## src/rtl/spi_burst_ctrl_pkg.sv

```systemverilog
package spi_burst_ctrl_pkg;
  typedef enum logic [1:0] {
    XM_RSVD = 2'b00,
    XM_TX   = 2'b01,
    XM_RX   = 2'b10,
    XM_FDX  = 2'b11
  } xfer_mode_e;
endpackage

```

## src/rtl/spi_shifter.sv

```systemverilog
module spi_shifter #(
  parameter int DW = 8,
  localparam int BW = (DW > 1) ? $clog2(DW) : 1
) (
  input  logic          clk_i,
  input  logic          rst_ni,
  input  logic          load_i,
  input  logic [DW-1:0] tx_word_i,
  input  logic          miso_i,
  output logic          run_o,
  output logic          done_o,
  output logic          sclk_o,
  output logic          mosi_o,
  output logic [DW-1:0] rx_word_o
);
  logic [DW-1:0] tx_sh, rx_sh;
  logic [BW-1:0] bit_q;
  logic          ph_q, run_q;

  assign done_o    = run_q & ph_q & (bit_q == '0);
  assign run_o     = run_q;
  assign sclk_o    = run_q & ph_q;
  assign mosi_o    = tx_sh[DW-1];
  assign rx_word_o = rx_sh;

  always_ff @(posedge clk_i or negedge rst_ni) begin
    if (!rst_ni) begin
      tx_sh <= '1;
      rx_sh <= '0;
      bit_q <= '0;
      ph_q  <= 1'b0;
      run_q <= 1'b0;
    end else if (load_i) begin
      run_q <= 1'b1;
      ph_q  <= 1'b0;
      bit_q <= BW'(DW - 1);
      tx_sh <= tx_word_i;
    end else if (run_q) begin
      if (!ph_q) begin
        ph_q  <= 1'b1;                       // rising edge: sample
        rx_sh <= {rx_sh[DW-2:0], miso_i};
      end else if (bit_q == '0) begin
        run_q <= 1'b0;
        ph_q  <= 1'b0;
        tx_sh <= '1;
      end else begin
        ph_q  <= 1'b0;                       // falling edge: shift
        bit_q <= bit_q - 1'b1;
        tx_sh <= {tx_sh[DW-2:0], 1'b1};
      end
    end
  end

  AST_LOAD_WHEN_IDLE: assert property (@(posedge clk_i) disable iff (!rst_ni)
    load_i |-> !run_q);
  AST_MOSI_STABLE_HIGH: assert property (@(posedge clk_i) disable iff (!rst_ni)
    (run_q && !ph_q && !load_i) |=> $stable(mosi_o));
endmodule

```

## src/rtl/spi_frame_seq.sv

```systemverilog
module spi_frame_seq
  import spi_burst_ctrl_pkg::*;
#(
  parameter int CW = 8,
  parameter int SW = 2
) (
  input  logic          clk_i,
  input  logic          rst_ni,
  input  logic          cfg_we_i,
  input  logic          cfg_en_i,
  input  logic [1:0]    cfg_mode_i,
  input  logic [SW-1:0] cfg_cs_i,
  input  logic [CW-1:0] cfg_count_i,
  input  logic          tx_empty_i,
  input  logic          rx_full_i,
  input  logic          run_i,
  input  logic          done_i,
  output logic          load_o,
  output logic          tx_pop_o,
  output logic          tx_path_o,
  output logic          rx_push_o,
  output logic          en_o,
  output logic          busy_o,
  output logic          ovr_o,
  output logic [SW-1:0] cs_sel_o
);
  logic          en_q, act_q, ovr_q;
  xfer_mode_e    mode_q;
  logic [SW-1:0] cs_q;
  logic [CW-1:0] cnt_q, done_q;
  logic          tx_used, rx_used, start, last;

  assign tx_used = (mode_q == XM_TX) || (mode_q == XM_FDX);
  assign rx_used = (mode_q == XM_RX) || (mode_q == XM_FDX);
  assign start   = en_q && !run_i && ((mode_q == XM_RX) || (tx_used && !tx_empty_i));
  assign last    = (cnt_q != '0) && (done_q == cnt_q - 1'b1);

  assign load_o    = start;
  assign tx_pop_o  = start && tx_used;
  assign tx_path_o = tx_used;
  assign rx_push_o = done_i && rx_used && !rx_full_i;
  assign en_o      = en_q;
  assign busy_o    = act_q;
  assign ovr_o     = ovr_q;
  assign cs_sel_o  = cs_q;

  always_ff @(posedge clk_i or negedge rst_ni) begin
    if (!rst_ni) begin
      en_q   <= 1'b0;
      act_q  <= 1'b0;
      ovr_q  <= 1'b0;
      mode_q <= XM_FDX;
      cs_q   <= '0;
      cnt_q  <= CW'(1);
      done_q <= '0;
    end else begin
      if (start) act_q <= 1'b1;
      if (done_i) begin
        if (last) begin
          en_q   <= 1'b0;
          act_q  <= 1'b0;
          done_q <= '0;
        end else if (!en_q) begin
          act_q  <= 1'b0;
          done_q <= '0;
        end else begin
          done_q <= done_q + 1'b1;
        end
      end else if (act_q && !run_i && !en_q) begin
        act_q  <= 1'b0;                     // disabled while waiting for data
        done_q <= '0;
      end
      if (done_i && rx_used && rx_full_i) ovr_q <= 1'b1;
      if (cfg_we_i) begin                   // a write wins over auto-clear
        en_q   <= cfg_en_i;
        mode_q <= xfer_mode_e'(cfg_mode_i);
        cs_q   <= cfg_cs_i;
        cnt_q  <= cfg_count_i;
        ovr_q  <= 1'b0;
      end
    end
  end

  AST_POP_HAS_DATA: assert property (@(posedge clk_i) disable iff (!rst_ni)
    tx_pop_o |-> !tx_empty_i);
  AST_RX_ONLY_NO_POP: assert property (@(posedge clk_i) disable iff (!rst_ni)
    (mode_q == XM_RX) |-> !tx_pop_o);
  AST_TX_ONLY_NO_PUSH: assert property (@(posedge clk_i) disable iff (!rst_ni)
    (mode_q == XM_TX) |-> !rx_push_o);
  AST_PUSH_HAS_ROOM: assert property (@(posedge clk_i) disable iff (!rst_ni)
    rx_push_o |-> !rx_full_i);
  AST_AUTO_CLEAR: assert property (@(posedge clk_i) disable iff (!rst_ni)
    ($fell(en_q) && !$past(cfg_we_i)) |-> $past(done_i));
  AST_RUN_IS_BUSY: assert property (@(posedge clk_i) disable iff (!rst_ni)
    run_i |-> act_q);
  AST_BUSY_DROP: assert property (@(posedge clk_i) disable iff (!rst_ni)
    $fell(act_q) |-> ($past(done_i) || !$past(en_q)));
endmodule

```

## src/rtl/spi_burst_ctrl.sv

```systemverilog
module spi_burst_ctrl
  import spi_burst_ctrl_pkg::*;
#(
  parameter int DW  = 8,
  parameter int CW  = 8,
  parameter int NCS = 4,
  localparam int SW = (NCS > 1) ? $clog2(NCS) : 1
) (
  input  logic           clk_i,
  input  logic           rst_ni,
  input  logic           cfg_we_i,
  input  logic           cfg_en_i,
  input  logic [1:0]     cfg_mode_i,
  input  logic [SW-1:0]  cfg_cs_i,
  input  logic [CW-1:0]  cfg_count_i,
  output logic           en_o,
  output logic           busy_o,
  output logic           ovr_o,
  input  logic           tx_empty_i,
  input  logic [DW-1:0]  tx_data_i,
  output logic           tx_pop_o,
  input  logic           rx_full_i,
  output logic [DW-1:0]  rx_data_o,
  output logic           rx_push_o,
  output logic           sclk_o,
  output logic           mosi_o,
  input  logic           miso_i,
  output logic [NCS-1:0] cs_no
);
  logic          load, run, done, tx_path;
  logic [SW-1:0] cs_sel;

  spi_frame_seq #(.CW(CW), .SW(SW)) u_seq (
    .clk_i, .rst_ni, .cfg_we_i, .cfg_en_i, .cfg_mode_i, .cfg_cs_i, .cfg_count_i,
    .tx_empty_i, .rx_full_i,
    .run_i     (run),
    .done_i    (done),
    .load_o    (load),
    .tx_pop_o,
    .tx_path_o (tx_path),
    .rx_push_o, .en_o, .busy_o, .ovr_o,
    .cs_sel_o  (cs_sel)
  );

  spi_shifter #(.DW(DW)) u_shift (
    .clk_i, .rst_ni,
    .load_i    (load),
    .tx_word_i (tx_path ? tx_data_i : '1),
    .miso_i,
    .run_o     (run),
    .done_o    (done),
    .sclk_o, .mosi_o,
    .rx_word_o (rx_data_o)
  );

  for (genvar i = 0; i < NCS; i++) begin : g_cs
    assign cs_no[i] = !(busy_o && (cs_sel == SW'(i)));
  end

  AST_ONE_CS: assert property (@(posedge clk_i) disable iff (!rst_ni)
    $countones(~cs_no) <= 1);
  AST_IDLE_LINES: assert property (@(posedge clk_i) disable iff (!rst_ni)
    !busy_o |-> (!sclk_o && mosi_o));
endmodule

```

## config.mk

```make
export PLATFORM = sky130hd
export DESIGN_NAME = spi_burst_ctrl
export DESIGN_NICKNAME = d
export VERILOG_FILES = /design/src/rtl/spi_burst_ctrl_pkg.sv /design/src/rtl/spi_shifter.sv /design/src/rtl/spi_frame_seq.sv /design/src/rtl/spi_burst_ctrl.sv
export SDC_FILE = /design/constraint.sdc
export NUM_CORES = 1
export LEC_CHECK = 0
export BUFFER_PORTS_ARGS = -buffer_cell sky130_fd_sc_hd__buf_2
export CORE_ASPECT_RATIO = 2
export CORE_MARGIN = 3
export CORE_UTILIZATION = 30
export DETAILED_ROUTE_END_ITERATION = 7
export GPL_TIMING_DRIVEN = 0
export PLACE_DENSITY = 0.58
export SLEW_MARGIN = 20
export SYNTH_ARGS = -nofsm -noshare
export SYNTH_HDL_FRONTEND = slang
export SYNTH_SLANG_ARGS = --single-unit
```

## constraint.sdc

```tcl
create_clock -name clk_i -period 5.2 [get_ports clk_i]
set_clock_uncertainty 0.2 [all_clocks]
set_input_delay 0.26 -clock clk_i [delete_from_list [all_inputs] [get_ports clk_i]]
set_output_delay 0.26 -clock clk_i [all_outputs]
set_load 0.05 [all_outputs]
```

### After elaboration in Yosys (flattened, before gate mapping)

Cells that the tools add are included.

| operators by class | value |
|---|---|
| muxes and demuxes | 30 |
| $add $sub $neg | 3 |
| equal/unequal tests | 8 |
| bitwise operators | 4 |
| reduce and logical (&&, ||, !) cells | 38 |

Operators by type and width:

| cell | count |
|---|---|
| 8-bit two-way mux | 9 |
| 1-bit two-way mux | 17 |
| 1-bit logical AND | 14 |
| 3-bit two-way mux | 4 |
| 2-bit nonzero test | 6 |
| 8-bit by 1-bit adder with 8-bit output, second input constant | 1 |
| 2-bit equality test, second input constant | 4 |
| 8-bit equality test | 1 |
| 1-bit zero test | 8 |
| 8-bit nonzero test | 1 |
| 8-bit by 1-bit subtractor with 8-bit output, second input constant | 1 |
| 3-bit AND reduction | 2 |
| 2-bit by 1-bit equality test with 1-bit output, second input constant | 2 |
| 2-bit AND reduction | 2 |
| 3-bit zero test | 1 |
| 1-bit logical OR | 3 |
| 3-bit by 1-bit subtractor with 3-bit output, second input constant | 1 |
| 1-bit AND | 2 |
| 2-bit zero test | 1 |
| 2-bit inequality test, second input constant | 1 |
| 1-bit inverter | 2 |

| storage, ports and cells | value |
|---|---|
| output and inout bits | 19 |
| bits in registers | 44 |
| input port bits | 27 |
| logic and storage cells | 95 |

### Logic depth before layout (Yosys ltp)

Gate-level depths: netlist of the first run.

| depth | value |
|---|---|
| depth after elaboration | 9 |
| depth in mapped cells | 9 |

### Hierarchy

A second synthesis of the first run with hierarchy kept.

| second synthesis, totals | value |
|---|---|
| cell total of the unflattened synthesis | 231 |
| area total of the unflattened synthesis | 2326.0 um2 |

By module, submodules not included:

| module | cells each | area an instance (um2) | sequential area each (um2) | times used |
|---|---|---|---|---|
| spi_frame_seq | 133 | 1291.2 | 579.3 | 1 |
| spi_shifter | 86 | 955.9 | 535.5 | 1 |
| spi_burst_ctrl | 12 | 78.8 | 0.0 | 1 |

### Worst setup path after synthesis of the first run

Ideal clock, no wire load.

| path | value |
|---|---|
| kind | register to register |
| start point | register u_seq.cnt_q[0] |
| end point | register u_seq.done_q[6] |
| setup slack | 2.570 ns |
| data arrival time | 2.306 ns |
| data required time | 4.876 ns |
| stages on the path, launching flop included | 10 |
| setup time | 0.124 ns |
| clock period less this slack | 2.630 ns |
| path through | dfstp_2 -> inv_1 -> ha_1 -> nor2b_1 -> and3_1 -> or4b_4 -> o31ai_4 -> buf_6 -> nor2_1 -> a211o_1 |

| between the ends | value |
|---|---|
| longest elaborated chain between the ends | 5 |

RTL lines:

| item | RTL line | source |
|---|---|---|
| start, declared | spi_frame_seq.sv:30 | `logic [CW-1:0] cnt_q, done_q;` |
| start signal, assigned | spi_frame_seq.sv:78 | `cnt_q <= cfg_count_i;` |
| 8-bit by 1-bit subtractor with 8-bit output | spi_frame_seq.sv:36 | `assign last = (cnt_q != '0) && (done_q == cnt_q - 1'b1);` |
| 8-bit equality test | spi_frame_seq.sv:36 |  |
| 1-bit logical AND * | spi_frame_seq.sv:36 |  |
| 8-bit two-way mux * | spi_frame_seq.sv:59 | `if (last) begin` |
| 8-bit two-way mux * | spi_frame_seq.sv:58 | `if (done_i) begin` |
| end signal, assigned | spi_frame_seq.sv:67 | `done_q <= done_q + 1'b1;` |
| end, declared | spi_frame_seq.sv:30 |  |

Every way passes the cells marked *; elsewhere a longest branch is shown, timed or not.
A chain may end at the register's enable or synchronous reset.

### Worst setup path after layout of the first run

Ends and elaborated chain as after synthesis.

==> results.md, run 1 <==
* Status: finished, final reports clean
* Crit path launch type: flop
* Req. time, crit path at 5.17 ns
* Synth warn at 0
* Chip width at about 66 um
* Clock slew at reported path FFs at 0.07 ns
* CTS Root Cell: clkbuf_16
* Crit-path max FO at 10
* Ports at 46
* Syn_area_per_cell at between 10 and 15 um2
* Hold Buf Count CTS at 8
* Site row count at 43
* Placeable Area at 0.007048 mm2
* Final period util at 53.80%
* HPWL Detailed at roughly 3700 um
* Initial antenna violation count at 0
* Routed WL per cell at roughly 14 um
* Syn nets at 238
* ANT nets after route at 0
* Post-CTS setup repair buffer count at 0
* Placed instance area at 0.002529 mm2
* Internal Power at 0.0008596 W
* Placer Congestion at 0.7773
* CTS tree: built
* Area grow syn2layout at 25.93%
* Sink Count at 44
* Reg area at 0.001115 mm2
* Setup-failing EPs final at 0
* Top post-synthesis cells by area: dfrtp_1 (38%), dfstp_2 (13%), mux2_2 (9.2%), nand2_1 (4.4%), xnor2_1 (3.2%)
* Clock power share at roughly 23%
* Cell taking the most area after synthesis: dfrtp_1
* Initial Util at 31.16%
* Data arrival, critical path at 2.76 ns
* Ys async rst share at 100.0%
* Worst Setup End Kind: flop
* Most numerous cell in the Yosys netlist: dfrtp_1
* Die Ht at 127.0 um
* Max-slew violation count at 0
* Drt first pass iters at 4
* Adder-cell share of the synthesized area at roughly 2.3%
* Combinational share of power at 39.5%
* Placement Setup Slack at 2.401 ns
* Multi-input logic area at roughly 0.0010 mm2
* Multiplexer area fraction after synthesis at 9.231%
* Sw frac at between 40% and 50%
* Share of cells above drive strength 1 at around 33%
* Post-CTS Resized at 0
* Seq/Total Area, Yosys at 50.77%
* Cell area after layout at 0.002765 mm2
* TritonCTS Buffers at 5
* Synth Area in Simple Gates at 16.64%
* Unrepaired setup endpoints after global routing: no
* Hold WC Path Type: input pin to flop
* # DRC at 0
* Worst VDD drop at 0.2830 mV
* Synth Area in XOR/XNOR at 4.387%
* Final worst slack at about 2.4 ns
* Final critical-path required period at 2.798 ns
* Worst rel slew slack at 55.06%
* GRT Total Usage at between 10% and 20%
* Static Leak at 1.240 nW
* Vias in the first global route at 1853
* Clock buffer depth at 2
* Kind of critical path: flop to flop
* Achievable clock frequency at 357.4 MHz
* First-pass GRT wire length at 8514 um
* #FFs+latches synth at 44
* Cell area after synthesis at 0.002196 mm2
* Nets at between 200 and 300
* PwrDens at roughly 520 mW/mm2
* Slew @ Worst Pin at 0.6742 ns
* Area of the die at between 0.008 and 0.009 mm2
* Area share of the largest cell type after synthesis at 37.61%
* Max-cap violations at 0
* Post-synthesis cell count at about 210
* # fillers at between 700 and 800
* CTS H-Tree Depth at 2
* Prevailing post-synth register cell: dfrtp_1
* Compound-Gate Fraction of Synth Area at 13.79%
* Final wirelength at a little under 5000 um
* GRT overflow at 0
* Number of enable flip-flop cells after synthesis at 0
* Largest family of logic cells by synthesized area: simple AND/OR/NAND/NOR gates
* Number of port buffers at 44
* Antenna diode count at 0
* Via count at 1724
* TNS Setup at 0 ns
* Synth unique cells at 42
* Fin. Hold Viols at 0
* Post-synth top cells: dfrtp_1 (33), nand2_1 (26), mux2_2 (18)
* Largest net degree at the start of global routing at between 40 and 50
* Initial detailed-routing violation count at 39
* Switching pwr at 0.0005777 W
* Flop pwr share at 37.9%
* Worst skew pair latency at 0.29 ns
* Vias/cell at roughly 4.8
==> metrics by stage <==
stage	std cells	hold WS, ns	power [W]	util, %
2_1_floorplan	207	-0.2356	0.0009842	-
3_3_place_gp	341	0.2651	0.001111	35.88
3_5_place_dp	341	0.2768	0.001123	35.88
4_1_cts	357	0.00009590	0.001461	39.20
5_1_grt	357	0.007790	0.001535	39.23
6_report	357	0.007990	0.001437	39.23
==> state kept, by name, summed over array words and instances, names as in the netlist <==
signal	flops
u_seq.cs_sel_o	2
u_shift.ph_q	1
u_seq.busy_o	1
u_seq.done_q	8
u_shift.rx_word_o	8
u_shift.run_o	1
u_seq.en_o	1
u_seq.mode_q	2
u_seq.ovr_o	1
u_shift.tx_sh	8
u_seq.cnt_q	8
u_shift.bit_q	3
==> cell families after synthesis <==
family | count (synthesis)
AO/OA/AOI/OAI | 45
AND/OR/NAND/NOR | 70
buffers and inverters | 15
multiplexers | 18
adder cells (fa/ha/maj) | 4
XOR/XNOR | 11
flip-flops | 44
==> critical path, cell delays in order (launching register included) <==
cell     delay, ns
dfstp_2       0.56
inv_1         0.06
ha_1          0.21
nor2b_1       0.16
and3_1        0.16
or4b_4        0.54
o31ai_4       0.31
buf_6         0.18
nor2_1        0.05
a211o_1       0.26
==> power by group through the flow <==
stage          clock (W)  combinational, W  sequential [W]
6_report        0.000324          0.000568        0.000545
3_3_place_gp           0          0.000563        0.000549
4_1_cts         0.000337          0.000577        0.000547
5_1_grt         0.000349          0.000623        0.000564
2_1_floorplan          0          0.000306        0.000679
3_5_place_dp           0          0.000571        0.000552
==> layout by cell type (no fill, tap or decap), drive strengths merged, types with 2 or more instances in the layout <==
| cell type | synthesis | final |
|---|---|---|
| a21o | 4 | 4 |
| a21oi | 6 | 6 |
| a31oi | 2 | 2 |
| and3 | 4 | 4 |
| buf | 1 | 45 |
| clkbuf | 5 | 11 |
| clkinvlp | 0 | 2 |
| dfrtp | 33 | 33 |
| dfstp | 11 | 11 |
| dlygate4sd3 | 0 | 8 |
| ha | 4 | 4 |
| inv | 9 | 9 |
| mux2 | 18 | 18 |
| nand2 | 26 | 26 |
| nand2b | 5 | 5 |
| nand3 | 5 | 5 |
| nand3b | 3 | 3 |
| nor2 | 9 | 9 |
| nor2b | 3 | 3 |
| nor3 | 4 | 4 |
| nor3b | 2 | 2 |
| o211ai | 5 | 5 |
| o21ai | 12 | 12 |
| o21bai | 2 | 2 |
| o22ai | 7 | 7 |
| or3 | 2 | 2 |
| xnor2 | 8 | 8 |
| xor2 | 3 | 3 |
==> routing by layer <==
metal	up-vias	track usage [%]	share of wire (%)	wire length (um)
li1	847	-	-	-
met1	839	13.41	37	1856
met2	28	23.37	57	2810
met3	10	2.551	2.8	139
met4	0	7.784	3.1	155
met5	-	0	0	0
==> path summary, 6_finish.rpt <==
kind	start	end	slack, ns	cells after the start
hold reg to reg	u_shift.tx_sh[5]$_DFFE_PN1P_	u_shift.tx_sh[5]$_DFFE_PN1P_	0.28	2
max in group asynchronous	rst_ni	u_shift.rx_word_o[5]$_DFFE_PN0P_	4.09	2
setup / recovery	u_seq.cnt_q[0]$_DFFE_PN1P_	u_seq.done_q[6]$_DFFE_PN0P_	2.40	9
min in group asynchronous	rst_ni	u_seq.done_q[4]$_DFFE_PN0P_	0.31	2
hold / removal	tx_data_i[0]	u_shift.tx_sh[0]$_DFFE_PN1P_	0.008	2
setup reg to reg	u_seq.cnt_q[0]$_DFFE_PN1P_	u_seq.done_q[6]$_DFFE_PN0P_	2.40	9
==> cell type report <==
class / count / area share, %
Clock buffer: 6 / 5.023
Tap cell: 90 / 4.072
Inverter: 9 / 1.222
Clock inverter: 2 / 0.5430
Sequential cell: 44 / 40.32
Buffer: 6 / 1.086
Multi-Input combinational cell: 148 / 36.79
Timing Repair Buffer: 52 / 10.95
No activity file was read; power rests on OpenSTA's default activity.
==> run 2: changes to the inputs <==
clock period = 2.75 ns   (was 5.2 ns; I/O delays follow)
==> results.md, run 2 (same netlist as run 1, synthesis figures left out) <==
* Status: finished, final reports clean
* Hold WC Path Type: input pin to flop
* Number of port buffers at 44
* Fin. Hold Viols at 0
* TNS Setup at 0 ns
* Vias/cell at about 4.8
* HPWL Detailed at 3740 um
* Setup-failing EPs final at 0
* Met2 Usage GRT at 24.14%
* Worst VDD drop at 0.5379 mV
* ANT nets after route at 0
* Final hold slack at 0.01212 ns
* Leading cell type in the layout, fill and taps excluded: buf_2
* Drt first pass iters at 4
* # fillers at 712
* Routed WL per cell at 13.73 um
* Worst skew pair latency at 0.29 ns
* Via count at 1809
* Slowest stage delay, CP at 0.53 ns
* Share of cells above drive strength 1 at 33.10%
* # DRC at 0
* Placer Congestion at between 0.7 and 0.8
* Sink Count at 44
* Kind of critical path: flop to flop
* Placeable Area at 0.007048 mm2
* Max-slew violation count at 0
* TritonCTS Buffers at 5
* GRT Total Usage at around 13%
* Cell area after layout at 0.002960 mm2
* Worst Setup End Kind: flop
* Crit-path max FO at 6
* Achievable clock frequency at between 300 and 400 MHz
* Placed instance area at approximately 0.0025 mm2
* Data arrival, critical path at 2.63 ns
* CTS tree: built
* Die Ht at 127.0 um
* First-pass GRT wire length at 8790 um
* Global routing usage on met1 at between 10% and 20%
* Slew @ Worst Pin at 0.6845 ns
* Final wirelength at 5176 um
* Largest net degree at the start of global routing at 45
* Clock buffer depth at 2
* Placement Setup Slack at -0.04851 ns
* Final period util at 96.50%
* Ports at 46
* Area grow syn2layout at 34.81%
* CTS Root Cell: clkbuf_16
* Most frequent cells in the layout: buf_2 (43), dfrtp_1 (33), nand2_1 (26), dlygate4sd3_1 (22), mux2_2 (18)
* Crit path launch type: flop
* Nets at 317
* Vias in the first global route at just under 2000
* Initial detailed-routing violation count at 41
* Max-cap violations at 0
* Final worst slack at roughly 0.096 ns
* Number of buffers and inverters on the critical path at 3
* Worst rel slew slack at 54.37%
* Static Leak at 1.326 nW
* Site row count at 43
* Chip width at 66.50 um
* Critical path's top delay family: simple AND/OR/NAND/NOR gates
* Clock slew at reported path FFs at 0.07 ns
* Initial Util at 31.16%
* Antenna diode count at 0
* GRT overflow at 0
* GR Layer Usage met3 at 2.199%
* Fin util at 42.00%
* PwrDens at between 900 and 1000 mW/mm2
* Global route hottest layer: met2
* CTS H-Tree Depth at 2
* Final critical-path required period at between 2 and 3 ns
* Area of the die at 0.008444 mm2
* CP max-delay cell: dfstp_2
* Initial antenna violation count at 0
* Crit path cell chain: inv_1 -> ha_2 -> nor2b_4 -> and3_1 -> or4b_4 -> o31ai_4 -> buf_6 -> buf_4 -> nor3b_1 -> a21o_1
* Req. time, crit path at 2.73 ns
-- run 2: final cells by class --
| class | instances | area, um2 | area share (%) |
|---|---|---|---|
| buffer | 6 | 30.03 | 1.014 |
| clock buffer | 6 | 138.9 | 4.691 |
| clock inverter | 2 | 15.01 | 0.5072 |
| inverter | 9 | 33.78 | 1.141 |
| multi-input combinational | 148 | 1027 | 34.70 |
| sequential | 44 | 1115 | 37.66 |
| tap | 90 | 112.6 | 3.804 |
| timing repair buffer | 72 | 488.0 | 16.48 |
-- run 2: worst paths after layout --
path	from	endpoint	slack, ns	cells after the start
worst max-delay path	u_seq.cnt_q[0]$_DFFE_PN1P_	u_seq.done_q[2]$_DFFE_PN0P_	0.1	10
worst min-delay path	tx_data_i[1]	u_shift.tx_sh[1]$_DFFE_PN1P_	0.01	3
worst max register to register	u_seq.cnt_q[0]$_DFFE_PN1P_	u_seq.done_q[2]$_DFFE_PN0P_	0.1	10
worst min register to register	u_shift.tx_sh[5]$_DFFE_PN1P_	u_shift.tx_sh[5]$_DFFE_PN1P_	0.28	2
max in group asynchronous	rst_ni	u_seq.cs_sel_o[0]$_DFFE_PN0P_	1.77	2
min in group asynchronous	rst_ni	u_seq.done_q[4]$_DFFE_PN0P_	0.18	2
-- run 2: routing by layer --
metal,part of all wire [%],up-vias,routed length (um)
li1,-,891,-
met1,38,879,1967
met2,56,29,2919
met3,2.3,10,120
met4,3.2,0,168
met5,0,-,0
-- run 2: repair_timing --
action                                  CTS  global route
endpoints found under the hold margin    54             0
hold buffers                             22             0
gates cloned                              0             0
pin swaps                                 1             2
setup buffers                             0             6
endpoints found under the setup margin    1             4
resized for setup                         0             5
-- run 2: where the power goes --
part | switching (W) | leakage, nW | internal [W]
Clock | 0.000254 | 0.0691 | 0.000361
Combinational | 0.000702 | 0.738 | 0.000400
Sequential | 0.000146 | 0.519 | 0.000885
Total | 0.00110 | 1.33 | 0.00165
-- run 2: worst min-delay path: cells and delay by family --
family,cells,cell delay (ns)
compound gates,2,0.23
buf+inv,1,0.09
-- run 2: per-stage QoR --
step | cells | total power, W
after floorplan | 207 | 0.001861
after global placement | 341 | 0.002101
after detailed placement | 341 | 0.002124
after CTS | 371 | 0.002778
after global routing | 377 | 0.002932
final | 377 | 0.002749
